==> config.mk <==
export PLATFORM = sky130hd
export DESIGN_NAME = prbs_sync_detector
export DESIGN_NICKNAME = d
export VERILOG_FILES = /design/src/rtl/prbs_det_pkg.sv /design/src/rtl/prbs_bit_picker.sv /design/src/rtl/prbs_ref_shift.sv /design/src/rtl/prbs_err_window.sv /design/src/rtl/prbs_flag_irq.sv /design/src/rtl/prbs_sync_detector.sv
export SDC_FILE = /design/constraint.sdc
export NUM_CORES = 1
export LEC_CHECK = 0
export BUFFER_PORTS_ARGS = -buffer_cell sky130_fd_sc_hd__buf_2
export CAP_MARGIN = 0
export CELL_PAD_IN_SITES_DETAIL_PLACEMENT = 1
export CELL_PAD_IN_SITES_GLOBAL_PLACEMENT = 1
export CORE_ASPECT_RATIO = 0.6
export CORE_MARGIN = 2
export CORE_UTILIZATION = 40
export CTS_CLUSTER_DIAMETER = 50
export DETAILED_ROUTE_END_ITERATION = 6
export GPL_TIMING_DRIVEN = 0
export PLACE_DENSITY_LB_ADDON = 0.3
export SKIP_LAST_GASP = 1
export SLEW_MARGIN = 20
export SYNTH_ARGS = -nofsm -noshare
export SYNTH_HDL_FRONTEND = slang
export SYNTH_SLANG_ARGS = --single-unit
==> constraint.sdc <==
create_clock -name clk -period 3.8 [get_ports clk]
set_input_delay 0.38 -clock clk [delete_from_list [all_inputs] [get_ports clk]]
set_output_delay 0.38 -clock clk [all_outputs]
set_load 0.01 [all_outputs]
==> src/rtl/prbs_det_pkg.sv <==
package prbs_det_pkg;

    typedef enum logic [1:0] {
        ST_IDLE   = 2'd0,
        ST_LOAD   = 2'd1,
        ST_VERIFY = 2'd2,
        ST_SYNC   = 2'd3
    } det_state_e;

    localparam logic [1:0] MODE_ALL    = 2'b00;
    localparam logic [1:0] MODE_OCTET  = 2'b01;
    localparam logic [1:0] MODE_SEPTET = 2'b10;

    localparam logic [1:0] SEQ_SHORT = 2'b00;
    localparam logic [1:0] SEQ_MID   = 2'b01;

    // register length and second feedback tap of each sequence
    localparam int LEN_SHORT = 11;
    localparam int TAP_SHORT = 9;
    localparam int LEN_MID   = 15;
    localparam int TAP_MID   = 14;
    localparam int LEN_LONG  = 20;
    localparam int TAP_LONG  = 17;

    localparam int HIST_W = LEN_LONG;

endpackage

==> src/rtl/prbs_bit_picker.sv <==
module prbs_bit_picker
    import prbs_det_pkg::*;
#(
    parameter int POS_W = 3
) (
    input  logic [1:0]       mode,
    input  logic             bit_valid,
    input  logic             bit_in,
    input  logic             rx_inv,
    input  logic             slot_sel,
    input  logic [POS_W-1:0] bit_pos,
    output logic             take,
    output logic             rx_bit
);

    localparam logic [POS_W-1:0] LAST_POS = '1;

    always_comb begin
        unique case (mode)
            MODE_ALL:    take = bit_valid;
            MODE_SEPTET: take = bit_valid & slot_sel & (bit_pos != LAST_POS);
            default:     take = bit_valid & slot_sel;
        endcase
        rx_bit = bit_in ^ rx_inv;
    end

endmodule

==> src/rtl/prbs_ref_shift.sv <==
module prbs_ref_shift
    import prbs_det_pkg::*;
#(
    parameter int HW = HIST_W
) (
    input  logic       clk,
    input  logic       rst_n,
    input  logic       clear,
    input  logic       shift,
    input  logic       feed,
    input  logic [1:0] pat_sel,
    output logic       pred
);

    logic [HW-1:0] hist_q;

    always_ff @(posedge clk or negedge rst_n) begin
        if (!rst_n) begin
            hist_q <= '0;
        end else if (clear) begin
            hist_q <= '0;
        end else if (shift) begin
            hist_q <= {hist_q[HW-2:0], feed};
        end
    end

    // hist_q[0] holds the most recent bit
    always_comb begin
        unique case (pat_sel)
            SEQ_SHORT: pred = hist_q[LEN_SHORT-1] ^ hist_q[TAP_SHORT-1];
            SEQ_MID:   pred = hist_q[LEN_MID-1]   ^ hist_q[TAP_MID-1];
            default:   pred = hist_q[LEN_LONG-1]  ^ hist_q[TAP_LONG-1];
        endcase
    end

endmodule

==> src/rtl/prbs_err_window.sv <==
module prbs_err_window #(
    parameter int WIN_LEN   = 48,
    parameter int ERR_LIMIT = 10
) (
    input  logic clk,
    input  logic rst_n,
    input  logic clear,
    input  logic step,
    input  logic err,
    output logic lost
);

    localparam int BC_W = $clog2(WIN_LEN);
    localparam int EC_W = $clog2(ERR_LIMIT + 2);
    localparam logic [BC_W-1:0] BC_LAST  = BC_W'(WIN_LEN - 1);
    localparam logic [EC_W-1:0] EC_LIMIT = EC_W'(ERR_LIMIT);

    logic [BC_W-1:0] bit_cnt_q;
    logic [EC_W-1:0] err_cnt_q;

    assign lost = step & err & (err_cnt_q == EC_LIMIT);

    always_ff @(posedge clk or negedge rst_n) begin
        if (!rst_n) begin
            bit_cnt_q <= '0;
            err_cnt_q <= '0;
        end else if (clear) begin
            bit_cnt_q <= '0;
            err_cnt_q <= '0;
        end else if (step) begin
            if (bit_cnt_q == BC_LAST) begin
                bit_cnt_q <= '0;
                err_cnt_q <= '0;
            end else begin
                bit_cnt_q <= bit_cnt_q + 1'b1;
                if (err && err_cnt_q != EC_LIMIT) begin
                    err_cnt_q <= err_cnt_q + 1'b1;
                end
            end
        end
    end

endmodule

==> src/rtl/prbs_flag_irq.sv <==
module prbs_flag_irq (
    input  logic clk,
    input  logic rst_n,
    input  logic err_set,
    input  logic chg_set,
    input  logic clr_err,
    input  logic clr_chg,
    input  logic en_err,
    input  logic en_chg,
    output logic err_flag,
    output logic chg_flag,
    output logic irq
);

    always_ff @(posedge clk or negedge rst_n) begin
        if (!rst_n) begin
            err_flag <= 1'b0;
            chg_flag <= 1'b0;
        end else begin
            err_flag <= err_set | (err_flag & ~clr_err);
            chg_flag <= chg_set | (chg_flag & ~clr_chg);
        end
    end

    assign irq = (err_flag & en_err) | (chg_flag & en_chg);

endmodule

==> src/rtl/prbs_sync_detector.sv <==
module prbs_sync_detector
    import prbs_det_pkg::*;
#(
    parameter int POS_W     = 3,
    parameter int WIN_LEN   = 48,
    parameter int ERR_LIMIT = 10
) (
    input  logic             clk,
    input  logic             rst_n,
    input  logic             test_en,
    input  logic [1:0]       mode,
    input  logic [1:0]       pat_sel,
    input  logic             rx_inv,
    input  logic             bit_valid,
    input  logic             bit_in,
    input  logic             slot_sel,
    input  logic [POS_W-1:0] bit_pos,
    input  logic             en_err_irq,
    input  logic             en_chg_irq,
    input  logic             clr_err,
    input  logic             clr_chg,
    output logic             sync,
    output logic             err_evt,
    output logic             err_flag,
    output logic             chg_flag,
    output logic             irq
);

    localparam int CNT_W = $clog2(HIST_W);

    det_state_e       state_q, state_d;
    logic [CNT_W-1:0] cnt_q, cnt_d, last_idx;
    logic             test_en_q;
    logic             take, rx_bit, pred, match;
    logic             shift, feed, step, mism, lost;
    logic             sync_d, evt_d;

    prbs_bit_picker #(.POS_W(POS_W)) u_pick (
        .mode      (mode),
        .bit_valid (bit_valid),
        .bit_in    (bit_in),
        .rx_inv    (rx_inv),
        .slot_sel  (slot_sel),
        .bit_pos   (bit_pos),
        .take      (take),
        .rx_bit    (rx_bit)
    );

    prbs_ref_shift #(.HW(HIST_W)) u_ref (
        .clk     (clk),
        .rst_n   (rst_n),
        .clear   (state_q == ST_IDLE),
        .shift   (shift),
        .feed    (feed),
        .pat_sel (pat_sel),
        .pred    (pred)
    );

    prbs_err_window #(.WIN_LEN(WIN_LEN), .ERR_LIMIT(ERR_LIMIT)) u_win (
        .clk   (clk),
        .rst_n (rst_n),
        .clear (state_q != ST_SYNC),
        .step  (step),
        .err   (mism),
        .lost  (lost)
    );

    prbs_flag_irq u_flags (
        .clk      (clk),
        .rst_n    (rst_n),
        .err_set  (evt_d),
        .chg_set  (sync_d != sync),
        .clr_err  (clr_err),
        .clr_chg  (clr_chg),
        .en_err   (en_err_irq),
        .en_chg   (en_chg_irq),
        .err_flag (err_flag),
        .chg_flag (chg_flag),
        .irq      (irq)
    );

    assign match = (rx_bit == pred);

    always_comb begin
        unique case (pat_sel)
            SEQ_SHORT: last_idx = CNT_W'(LEN_SHORT - 1);
            SEQ_MID:   last_idx = CNT_W'(LEN_MID - 1);
            default:   last_idx = CNT_W'(LEN_LONG - 1);
        endcase
    end

    // state register
    always_ff @(posedge clk or negedge rst_n) begin
        if (!rst_n) begin
            state_q   <= ST_IDLE;
            cnt_q     <= '0;
            test_en_q <= 1'b0;
        end else begin
            state_q   <= state_d;
            cnt_q     <= cnt_d;
            test_en_q <= test_en;
        end
    end

    // next state and datapath steering
    always_comb begin
        state_d = state_q;
        cnt_d   = cnt_q;
        shift   = 1'b0;
        feed    = rx_bit;
        step    = 1'b0;
        mism    = 1'b0;
        if (!test_en) begin
            state_d = ST_IDLE;                       // abort
            cnt_d   = '0;
        end else begin
            unique case (state_q)
                ST_IDLE: begin
                    if (!test_en_q) begin            // start
                        state_d = ST_LOAD;
                        cnt_d   = '0;
                    end
                end
                ST_LOAD: begin
                    if (take) begin
                        shift = 1'b1;
                        if (cnt_q == last_idx) begin // loaded
                            state_d = ST_VERIFY;
                            cnt_d   = '0;
                        end else begin
                            cnt_d = cnt_q + 1'b1;
                        end
                    end
                end
                ST_VERIFY: begin
                    if (take) begin
                        shift = 1'b1;
                        if (!match) begin            // retry
                            state_d = ST_LOAD;
                            cnt_d   = '0;
                        end else if (cnt_q == last_idx) begin // locked
                            state_d = ST_SYNC;
                            cnt_d   = '0;
                        end else begin
                            cnt_d = cnt_q + 1'b1;
                        end
                    end
                end
                ST_SYNC: begin
                    if (take) begin
                        shift = 1'b1;
                        feed  = pred;                // free-running reference
                        step  = 1'b1;
                        mism  = !match;
                        if (lost) begin              // lost
                            state_d = ST_LOAD;
                            cnt_d   = '0;
                        end
                    end
                end
                default: begin
                    state_d = ST_IDLE;
                    cnt_d   = '0;
                end
            endcase
        end
    end

    assign sync_d = (state_d == ST_SYNC);
    assign evt_d  = step & mism;

    // registered outputs
    always_ff @(posedge clk or negedge rst_n) begin
        if (!rst_n) begin
            sync    <= 1'b0;
            err_evt <= 1'b0;
        end else begin
            sync    <= sync_d;
            err_evt <= evt_d;
        end
    end

endmodule

After elaboration in Yosys (flattened, before gate mapping)
Cells that the tools add are included.

Register bits after elaboration: 42. Input port bits: 18. Output and inout port bits: 5.

Add/sub/neg operators: 3. Equal/unequal tests: 19. Muxes and demuxes: 42. Bitwise logic cells: 17. Reduce and logical (&&, ||, !) cells: 11.

Operators by type and width (count): 20-bit two-way mux (2); 5-bit two-way mux (8); 5-bit one-hot mux with 4 select lines (1); 2-bit two-way mux (9); 6-bit two-way mux (3); 3-bit inequality test (second input constant) (6); 4-bit two-way mux (4); 1-bit two-way mux (11); 5-bit one-hot mux with 2 select lines (1); 1-bit AND (8); 2-bit == test (second input constant) (4); 2-bit one-hot mux with 4 select lines (1); 6-bit by 1-bit adder with 6-bit output (second input constant) (1); 6-bit == test (second input constant) (1); 2-bit logical NOT (3); 5-bit by 1-bit adder with 5-bit output (second input constant) (1); 5-bit == test (1); 5-bit AND reduction (1); 4-bit by 1-bit adder with 4-bit output (second input constant) (1); 2-bit by 1-bit == test with 1-bit output (second input constant) (2); 4-bit == test (second input constant) (1); 4-bit inequality test (second input constant) (1); 1-bit one-hot mux with 2 select lines (2); 2-bit nonzero test (2); other kinds (11) (17).

Logic depth before layout (Yosys ltp)
Gate-level depths: netlist of the first run.

Depth in word-level cells: 16. Gate-level depth with buffers: 10. Mapped depth without buffers: 9.

Hierarchy
Synthesis of the first run repeated with hierarchy kept, for this count alone.

Cells, all modules: 235. Area, all modules: 2352.3 um^2.

By module, submodules not included: prbs_ref_shift (times used 1, cells an instance 70, area an instance 850.8 um^2, seq. area each 500.5 um^2); prbs_sync_detector (times used 1, cells an instance 87, area an instance 755.7 um^2, seq. area each 250.2 um^2); prbs_err_window (times used 1, cells an instance 67, area an instance 615.6 um^2, seq. area each 250.2 um^2); prbs_flag_irq (times used 1, cells an instance 7, area an instance 81.3 um^2, seq. area each 50.0 um^2); prbs_bit_picker (times used 1, cells an instance 4, area an instance 48.8 um^2, seq. area each 0.0 um^2).

Worst setup path before layout of the first run
OpenSTA, ideal clock, no wires.

Kind: register to register. From: register state_q[1]. To: register cnt_q[3]. Library setup time: 92 ps. Arrival: 2088 ps. Slack: 1621 ps. Stages on the path, launching flop included: 9. Buffers on the path: 1. Cells stage by stage: dfrtp_1 > ha_1 > clkbuf_1 > nand2_1 > or4_4 > o211ai_2 > a21boi_2 > or2_4 > o31ai_2.

Longest elaborated chain between the ends: 7. Elaborated cells on any way between the ends: 18.

Ends and longest elaborated chain: start, declared (RTL line prbs_sync_detector.sv:31) `det_state_e state_q, state_d;`; start signal, assigned (RTL line prbs_sync_detector.sv:99) `state_q <= state_d;`; 2-bit == test (RTL line prbs_sync_detector.sv:117) `unique case (state_q)`; 1-bit two-way mux (RTL line prbs_sync_detector.sv:117); 1-bit two-way mux (RTL line prbs_sync_detector.sv:113) `if (!test_en) begin`; 1-bit AND (2 in series) (RTL line prbs_err_window.sv:21) `assign lost = step & err & (err_cnt_q == EC_LIMIT);`; 3-bit inequality test (no line); 5-bit AND reduction (no line); end signal, assigned (RTL line prbs_sync_detector.sv:100) `cnt_q <= cnt_d;`; end, declared (RTL line prbs_sync_detector.sv:32) `logic [CNT_W-1:0] cnt_q, cnt_d, last_idx;`.

Several ways; a longest one is shown, not always the timed one. A chain may end at the register's enable or synchronous reset.

Worst setup path after layout of the first run
Same ends and word-level chain as after synthesis.

==> results of run 1 <==
[how the worst max path moves through the flow]
| stage | start | endpoint | slack [ns] |
|---|---|---|---|
| floorplan | state_q[1] | cnt_q[3] | 1.62 |
| global placement | state_q[1] | cnt_q[4] | 1.32 |
| detailed placement | state_q[1] | cnt_q[3] | 1.27 |
| CTS | state_q[1] | cnt_q[3] | 1.25 |
| global route | state_q[1] | u_flags.chg_flag | 1.02 |
| finish | state_q[1] | cnt_q[3] | 1.20 |
[Yosys cell counts (2+ instances only)]
cell / n / share of area, %
o31ai_1: 2 / 0.66
o21ai_0: 13 / 2.8
or3_1: 2 / 0.55
and3_1: 2 / 0.55
nand3b_1: 2 / 0.66
nor3_1: 5 / 1.1
o22ai_1: 4 / 1.1
a31o_2: 2 / 0.77
nand4_1: 5 / 1.4
nand2_1: 55 / 9.0
or2_2: 4 / 1.1
xnor2_1: 5 / 1.9
nand3_1: 7 / 1.5
a22o_1: 2 / 0.77
dfrtp_1: 42 / 46
o2bb2a_1: 2 / 0.88
a31oi_1: 5 / 1.4
o221ai_1: 2 / 0.77
o21ai_1: 2 / 0.44
nor2_1: 10 / 1.6
a21oi_1: 29 / 6.4
clkbuf_1: 9 / 1.5
o31ai_2: 2 / 1.1
inv_1: 9 / 1.5
ha_1: 9 / 4.9
and2_1: 3 / 0.82
[sequential cells by signal, indices dropped and copies added, names as in the netlist]
signal            flops
u_ref.hist_q         20
u_win.bit_cnt_q       6
u_win.err_cnt_q       4
u_flags.err_flag      1
cnt_q                 5
test_en_q             1
sync                  1
err_evt               1
u_flags.chg_flag      1
state_q               2
[cells in the final DEF, fill, tap and decap left out, types with 4 or more instances in the layout]
| cell type | count |
|---|---|
| buf_2 | 21 |
| a21oi_1 | 29 |
| nor2_1 | 10 |
| xnor2_1 | 5 |
| a31oi_1 | 5 |
| nor3_1 | 5 |
| clkbuf_8 | 5 |
| nand3_1 | 7 |
| inv_1 | 9 |
| nand4_1 | 5 |
| nand2_1 | 55 |
| o21ai_0 | 13 |
| dfrtp_1 | 42 |
| ha_1 | 9 |
| o22ai_1 | 4 |
| clkbuf_1 | 9 |
| or2_2 | 4 |
[logic make-up after synthesis]
kind of cell | count (synthesis) | share of synthesized area [%]
AO/OA/AOI/OAI | 76 | 21.5
XOR/XNOR | 6 | 2.30
adder cells (fa/ha/maj) | 9 | 4.93
buffers and inverters | 18 | 2.96
flip-flops | 42 | 46.0
AND/OR/NAND/NOR | 104 | 22.2
[worst register-to-register path: stages, from the launching register on]
cell and delay, ns:
dfrtp_1 0.49, ha_1 0.19, clkbuf_1 0.37, nand2_1 0.13, or4_4 0.50, o211ai_2 0.19, a21boi_2 0.13, or2_4 0.30
o31ai_2 0.21
[power groups by stage]
stage          Combinational [mW]  Clock [mW]  Sequential [mW]
3_5_place_dp                0.328           0            0.503
3_3_place_gp                0.320           0            0.503
2_1_floorplan               0.222           0            0.501
6_report                    0.329       0.282            0.496
5_1_grt                     0.369       0.311            0.500
4_1_cts                     0.330       0.291            0.495
[routing by layer]
layer  track usage, %  part of all wire [%]  vias up
met5                0                     0        -
met4             4.56                  0.59        0
met3             4.03                   2.7        4
met2             27.1                    41       24
met1             31.2                    56      959
li1                 -                     -      966
[layout make-up]
| class | instances | area (um2) | share of cell area (%) |
|---|---|---|---|
| Buffer | 9 | 33.8 | 1.31 |
| Clock buffer | 5 | 68.8 | 2.67 |
| Tap cell | 80 | 100 | 3.89 |
| Sequential cell | 42 | 1050 | 40.8 |
| Clock inverter | 2 | 10.0 | 0.389 |
| Timing Repair Buffer | 22 | 113 | 4.37 |
| Multi-Input combinational cell | 195 | 1160 | 45.2 |
| Inverter | 9 | 33.8 | 1.31 |
==> impl_metrics.toml, run 1 <==
[global_routing]
gr-total-overflow = 0
gr-usage-all-layers_pct = 19.7
antenna_found_initial = 0
grt_max_degree = 43
grt_pass1_wl_mm = 9.73
grt_pass1_vias = 1887

[timing]
fin_ws_ns = 1.20
finalHoldViolations = 0
finalSetupTns_ns = 0
tightestPinTransition_ns = 0.582
slew_violations = 0
period_share_pct = 68.5
min_period_ns = 2.60
fin_worst_skew_ns = 0.00610
relSlewSlack_pct = 61.2
setup_viol = 0
whs_ns = 0.0688
clock.fmax_mhz = 384
rsz0062_at_grt = "false"

[power]
p_int_mw = 0.708
switchingPower_mw = 0.398
pwr-share-clk_pct = 25.5
switching_share_pct = 36.0
p_leak_nw = 1.06
seq_power_share_pct = 44.8
power_mw = 1.11
max-vdd-ir-drop_mv = 0.152
pwr-share-comb_pct = 29.7
powerDensity_nw_per_um2 = 430

[detailed_routing]
wl_per_cell_um = 15.5
drc = 0
final_antenna_net_count = 0
vias = 1953
detail_route.first_pass.iterations = 4
routed_via_density = 5.37
drt_iter0_markers = 68
routed_wl_mm = 5.63

[synthesis]
avgSynthCellArea_um2 = 8.95
synthesis.area_um2 = 2280
postSynth.asyncResetShare_pct = 100
synth-edff-count = 0
ys_warn_count = 0
ys.flop_type = "dfrtp_1"
ys_ff_latch = 42
seq_area_frac_synth_pct = 46.0
yosys.cell_types.count = 47
synth_cells = 255
syn_nets = 282

[clocking]
clock_path_buffers = 2
path_clk_slew_ns = 0.08
cts_tree = "yes"
ctsHoldBuffers = 0
clk_latency_ns = 0.29
cts_root_buffer = "clkbuf_8"
cts_resized = 0
cts_setup_buffers = 0
cts.sinks = 42
htree_levels = 2
cts_buffers = 5

[job]
max-cap-violations = 0

[die]
row_count = 21
fp.coreArea_um2 = 5540
die_area_um2 = 6350
die_w_um = 102
ios = 23
die_h_um = 62.5
initial_utilization_pct = 41.2

[placed_design]
place_ws_ns = 1.27
post_dp_cell_area_um2 = 2490
portBuffers = 22
dp_hpwl_mm = 4.15
gp_congestion = 0.842
dp.cells = 357

[critical_path]
cp_cell_sequence = "ha_1, clkbuf_1, nand2_1, or4_4, o211ai_2, a21boi_2, or2_4, o31ai_2"
end_kind = "flip-flop"
critPathKind = "flip-flop to flip-flop"
critPathMaxFanout = 9
worst_ep_required_time_ns = 4.01
slowest_stage = "or4_4"
path_depth = 8
crit_family = "simple AND/OR/NAND/NOR gates"
max_stage_delay_ns = 0.50
critical_path_buf_inv_count = 1
timing.rr.start = "state_q[1]"
start_kind = "flip-flop"
cp.arrival_ns = 2.81
r2r_slack_ns = 1.20
ff2ff_path_depth = 8
reg2reg_to = "cnt_q[3]"

[layout]
diodes = 0
fillers = 678
layout.cells.non_filler = 364
layout-drive-gt1-share_pct = 16.2
area_growth_syn_to_layout_pct = 12.8
stdcell_area_um2 = 2570
fin_util_pct = 46.4
fin_nets = 311

[worst_hold_path]
hold_path.class = "primary input to asynchronous set/reset pin"

[outcome]
status = "completed"
(Power assumes the default switching activity.)
==> run 2: changes to the inputs <==
==> constraint.sdc (replaced) <==
create_clock -name clk -period 2.3 [get_ports clk]
set_input_delay 0.23 -clock clk [delete_from_list [all_inputs] [get_ports clk]]
set_output_delay 0.23 -clock clk [all_outputs]
set_load 0.01 [all_outputs]
==> impl_metrics.toml, run 2 (same netlist as run 1, synthesis figures left out) <==
[placed_design]
place_ws_ns = -0.226
post_dp_cell_area_um2 = 2490
gp_congestion = 0.842
portBuffers = 22
dp_hpwl_mm = 4.15

[power]
p_leak_nw = 1.07
max-vdd-ir-drop_mv = 0.251
powerDensity_nw_per_um2 = 705

[critical_path]
cp_cell_sequence = "ha_4, nand2_1, or4_4, o211ai_2, a21boi_2, or2_4, o31ai_2"
cp.arrival_ns = 2.37
crit_family = "simple AND/OR/NAND/NOR gates"
critical_path_buf_inv_count = 0
worst_ep_required_time_ns = 2.51
end_kind = "flip-flop"
critPathMaxFanout = 9
slowest_stage = "or4_4"
start_kind = "flip-flop"
max_stage_delay_ns = 0.49
critPathKind = "flip-flop to flip-flop"

[layout]
final_cell_mix = "nand2_1 (55), dfrtp_1 (40), a21oi_1 (28)"
area_growth_syn_to_layout_pct = 15.2
largest_register = "u_ref.hist_q"
layout_commonest_cell = "nand2_1"
largest_reg_flops = 20
stdcell_area_um2 = 2630
largest_registers = "u_ref.hist_q (20), u_win.bit_cnt_q (6), cnt_q (5)"
layout-drive-gt1-share_pct = 19.4
diodes = 0
fin_util_pct = 47.5
fillers = 670
fin_nets = 311

[job]
max-cap-violations = 0

[detailed_routing]
vias = 1966
drc = 0
final_antenna_net_count = 0
wl_per_cell_um = 15.5
routed_wl_mm = 5.63
routed_via_density = 5.40
drt_iter0_markers = 60
detail_route.first_pass.iterations = 4

[clocking]
cts_root_buffer = "clkbuf_8"
clock_path_buffers = 2
cts_buffers = 5
cts_tree = "yes"
path_clk_slew_ns = 0.08
htree_levels = 2
clk_latency_ns = 0.29
cts.sinks = 42

[global_routing]
gr-total-overflow = 0
antenna_found_initial = 0
gr-usage-all-layers_pct = 19.6
grt_pass1_vias = 1884
grt_max_degree = 43
grt_pass1_wl_mm = 9.71

[timing]
setup_viol = 0
rsz0062_at_grt = "true"
finalHoldViolations = 0
slew_violations = 0
tightestPinTransition_ns = 0.553
period_share_pct = 94.2
fin_ws_ns = 0.134
min_period_ns = 2.17
fin_worst_skew_ns = 0.00477
relSlewSlack_pct = 63.2
clock.fmax_mhz = 462

[die]
die_w_um = 102
row_count = 21
initial_utilization_pct = 41.2
die_h_um = 62.5
die_area_um2 = 6350
fp.coreArea_um2 = 5540
ios = 23

[outcome]
status = "completed"

[worst_hold_path]
hold_path.class = "primary input to flip-flop"
run 2: layer usage:
metal | up-vias | part of all wire, % | wire, um | track usage [%]
li1 | 965 | - | - | -
met1 | 966 | 55 | 3080 | 31.1
met2 | 31 | 41 | 2330 | 27.1
met3 | 4 | 3.3 | 186 | 4.03
met4 | 0 | 0.59 | 33 | 4.56
met5 | - | 0 | 0 | 0
run 2: through the flow:
| stage | instances | setup TNS (ns) | hold WS, ns | total power, mW |
|---|---|---|---|---|
| 6_report | 364 | 0 | 0.112 | 1.86 |
| 3_3_place_gp | 357 | -0.908 | 0.418 | 1.36 |
| 3_5_place_dp | 357 | -1.23 | 0.418 | 1.37 |
| 5_1_grt | 364 | -0.00292 | 0.101 | 1.99 |
| 2_1_floorplan | 255 | 0 | -0.0656 | 1.19 |
| 4_1_cts | 362 | 0 | 0.101 | 1.85 |
run 2: area by class of cell:
type                            count  area [um2]  area share (%)
Buffer                              7        26.3           0.999
Clock buffer                        5        68.8            2.62
Clock inverter                      2        10.0           0.380
Inverter                            9        33.8            1.28
Multi-Input combinational cell    195        1210            45.9
Sequential cell                    42        1050            40.0
Tap cell                           80         100            3.80
Timing Repair Buffer               24         130            4.95
run 2: path summary, 6_finish.rpt:
check / startpoint / endpoint / slack [ns] / depth (start not counted)
setup / recovery: state_q[1] / cnt_q[3] / 0.13 / 7
max in group asynchronous: rst_n / state_q[1] / 1.42 / 2
min in group asynchronous: rst_n / u_win.err_cnt_q[0] / 0.47 / 2
hold / removal: clr_err / u_flags.err_flag / 0.11 / 2
setup reg to reg: state_q[1] / cnt_q[3] / 0.13 / 7
hold reg to reg: u_win.err_cnt_q[3] / u_win.err_cnt_q[3] / 0.50 / 1
run 2: where the power goes:
| part | total (mW) | internal, mW | switching (mW) | leakage [nW] |
|---|---|---|---|---|
| Combinational | 0.571 | 0.214 | 0.357 | 0.446 |
| Clock | 0.458 | 0.204 | 0.254 | 0.0438 |
| Sequential | 0.827 | 0.776 | 0.0513 | 0.580 |
| Total | 1.86 | 1.19 | 0.662 | 1.07 |
run 2: repair_timing:
item	4_1_cts	5_1_grt
setup buffers	0	1
hold buffers	0	1
endpoints found under the hold margin	0	42
endpoints found under the setup margin	8	10
resized for setup	2	8
==> run 3: changes to the inputs <==
--- a/config.mk
+++ b/config.mk
@@ -15,7 +15,7 @@
 export CTS_CLUSTER_DIAMETER = 50
 export DETAILED_ROUTE_END_ITERATION = 6
 export GPL_TIMING_DRIVEN = 0
-export PLACE_DENSITY_LB_ADDON = 0.3
+export PLACE_DENSITY = 0.76
 export SKIP_LAST_GASP = 1
 export SLEW_MARGIN = 20
 export SYNTH_ARGS = -nofsm -noshare
==> impl_metrics.toml, run 3 (same netlist as run 1, synthesis figures left out) <==
[outcome]
status = "completed"

[critical_path]
path_depth = 9
timing.rr.start = "state_q[0]"
r2r_slack_ns = 0.04
critPathKind = "flip-flop to flip-flop"
ff2ff_path_depth = 9
crit_start = "state_q[0]"
start_kind = "flip-flop"
reg2reg_to = "u_flags.chg_flag"
cp.arrival_ns = 2.44
critical_path_buf_inv_count = 1
cp_cell_sequence = "inv_1, ha_1, nor3_1, a31oi_1, o221ai_1, a31o_2, a21oi_1, and4_1, o22ai_1"
worst_ep_required_time_ns = 2.48
max_stage_delay_ns = 0.47
critPathMaxFanout = 8
worstSetupEndpoint = "u_flags.chg_flag"
crit_family = "compound AO/OA/AOI/OAI gates"
end_kind = "flip-flop"
slowest_stage = "dfrtp_2"

[detailed_routing]
drt_iter0_markers = 96
drc = 0
routed_wl_mm = 5.83
final_antenna_net_count = 0
vias = 1952
routed_via_density = 5.33
detail_route.first_pass.iterations = 4
wl_per_cell_um = 15.9

[clocking]
path_clk_slew_ns = 0.09
htree_levels = 2
cts_root_buffer = "clkbuf_8"
clk_latency_ns = 0.30
cts.sinks = 42
clock_path_buffers = 2
cts_tree = "yes"
cts_buffers = 5

[layout]
largest_register = "u_ref.hist_q"
diodes = 0
fin_nets = 312
multi_input_area_um2 = 1200
layout_commonest_cell = "nand2_1"
area_growth_syn_to_layout_pct = 16.4
layout-drive-gt1-share_pct = 19.6
largest_registers = "u_ref.hist_q (20), u_win.bit_cnt_q (6), cnt_q (5)"
regArea_um2 = 1050
layout.cells.non_filler = 366
largest_reg_flops = 20
fillers = 670
final_cell_mix = "nand2_1 (55), dfrtp_1 (39), a21oi_1 (28)"

[timing]
finalHoldViolations = 0
clock.fmax_mhz = 442
setup_viol = 0
period_share_pct = 98.4
tightestPinTransition_ns = 0.551
fin_ws_ns = 0.0377
relSlewSlack_pct = 63.3
rsz0062_at_grt = "true"
slew_violations = 0
fin_worst_skew_ns = 0.0105
min_period_ns = 2.26

[die]
initial_utilization_pct = 41.2
die_area_um2 = 6350
die_w_um = 102
die_h_um = 62.5
row_count = 21
ios = 23
fp.coreArea_um2 = 5540

[global_routing]
grt_pass1_vias = 1941
gr-total-overflow = 0
grt_max_degree = 43
grt_pass1_wl_mm = 9.82
antenna_found_initial = 0
gr-usage-all-layers_pct = 19.8

[power]
max-vdd-ir-drop_mv = 0.270
p_leak_nw = 1.08
powerDensity_nw_per_um2 = 747

[placed_design]
place_ws_ns = -0.277
dp.cells = 357
portBuffers = 22
gp_congestion = 0.848
dp_hpwl_mm = 4.27

[worst_hold_path]
hold_path.class = "primary input to flip-flop"

[job]
max-cap-violations = 0
## run 3: layer usage
| metal | global-route usage, % | wire (um) | vias to the layer above |
|---|---|---|---|
| met2 | 26.4 | 2390 | 28 |
| li1 | - | - | 970 |
| met3 | 4.36 | 183 | 5 |
| met4 | 5.24 | 49 | 0 |
| met5 | 0 | 0 | - |
| met1 | 31.7 | 3210 | 949 |
## run 3: per-stage QoR
stage | TNS [ns] | area [um2] | util (%) | hold slack, ns | power (mW)
3_3_place_gp | -0.853 | 2490 | 45.0 | 0.418 | 1.36
6_report | 0 | 2660 | 48.0 | 0.104 | 1.99
3_5_place_dp | -1.36 | 2490 | 45.0 | 0.427 | 1.37
5_1_grt | -0.0972 | 2660 | 48.0 | 0.109 | 2.11
2_1_floorplan | 0 | 2280 | - | -0.0656 | 1.19
4_1_cts | 0 | 2610 | 47.1 | 0.0962 | 1.99
## run 3: power by group
group | switching (mW) | leakage (nW) | internal, mW
logic | 0.357 | 0.450 | 0.207
registers | 0.0522 | 0.578 | 0.776
clock network | 0.270 | 0.0514 | 0.324
## run 3: layout make-up
class	instances	share of cell area (%)
multi-input combinational	195	45.0
clock buffer	6	2.73
sequential	42	39.7
inverter	9	1.27
tap	80	3.76
clock inverter	2	1.41
timing repair buffer	25	5.18
buffer	7	0.988
## run 3: timing repair
item                       4_1_cts  5_1_grt
gates cloned                     0        0
buffers inserted                 0        2
setup endpoints to repair       12       11
hold buffers                     0        1
hold endpoints to repair         0       42
resized for setup                2        7
## run 3: worst register-to-register path, cell delays in order (launching register included)
cell and delay (ns):
dfrtp_2 0.47, inv_1 0.12, ha_1 0.35, nor3_1 0.12, a31oi_1 0.16, o221ai_1 0.14
a31o_2 0.23, a21oi_1 0.26, and4_1 0.24, o22ai_1 0.08
## run 3: worst min-delay path by stage
| stage | from | end | slack [ns] | cells after the start |
|---|---|---|---|---|
| floorplan | rst_n | cnt_q[0] | -0.07 | 0 |
| global placement | clr_err | u_flags.err_flag | 0.42 | 2 |
| detailed placement | clr_err | u_flags.err_flag | 0.43 | 2 |
| CTS | clr_err | u_flags.err_flag | 0.1 | 2 |
| global route | clr_err | u_flags.err_flag | 0.11 | 2 |
| finish | clr_err | u_flags.err_flag | 0.10 | 2 |
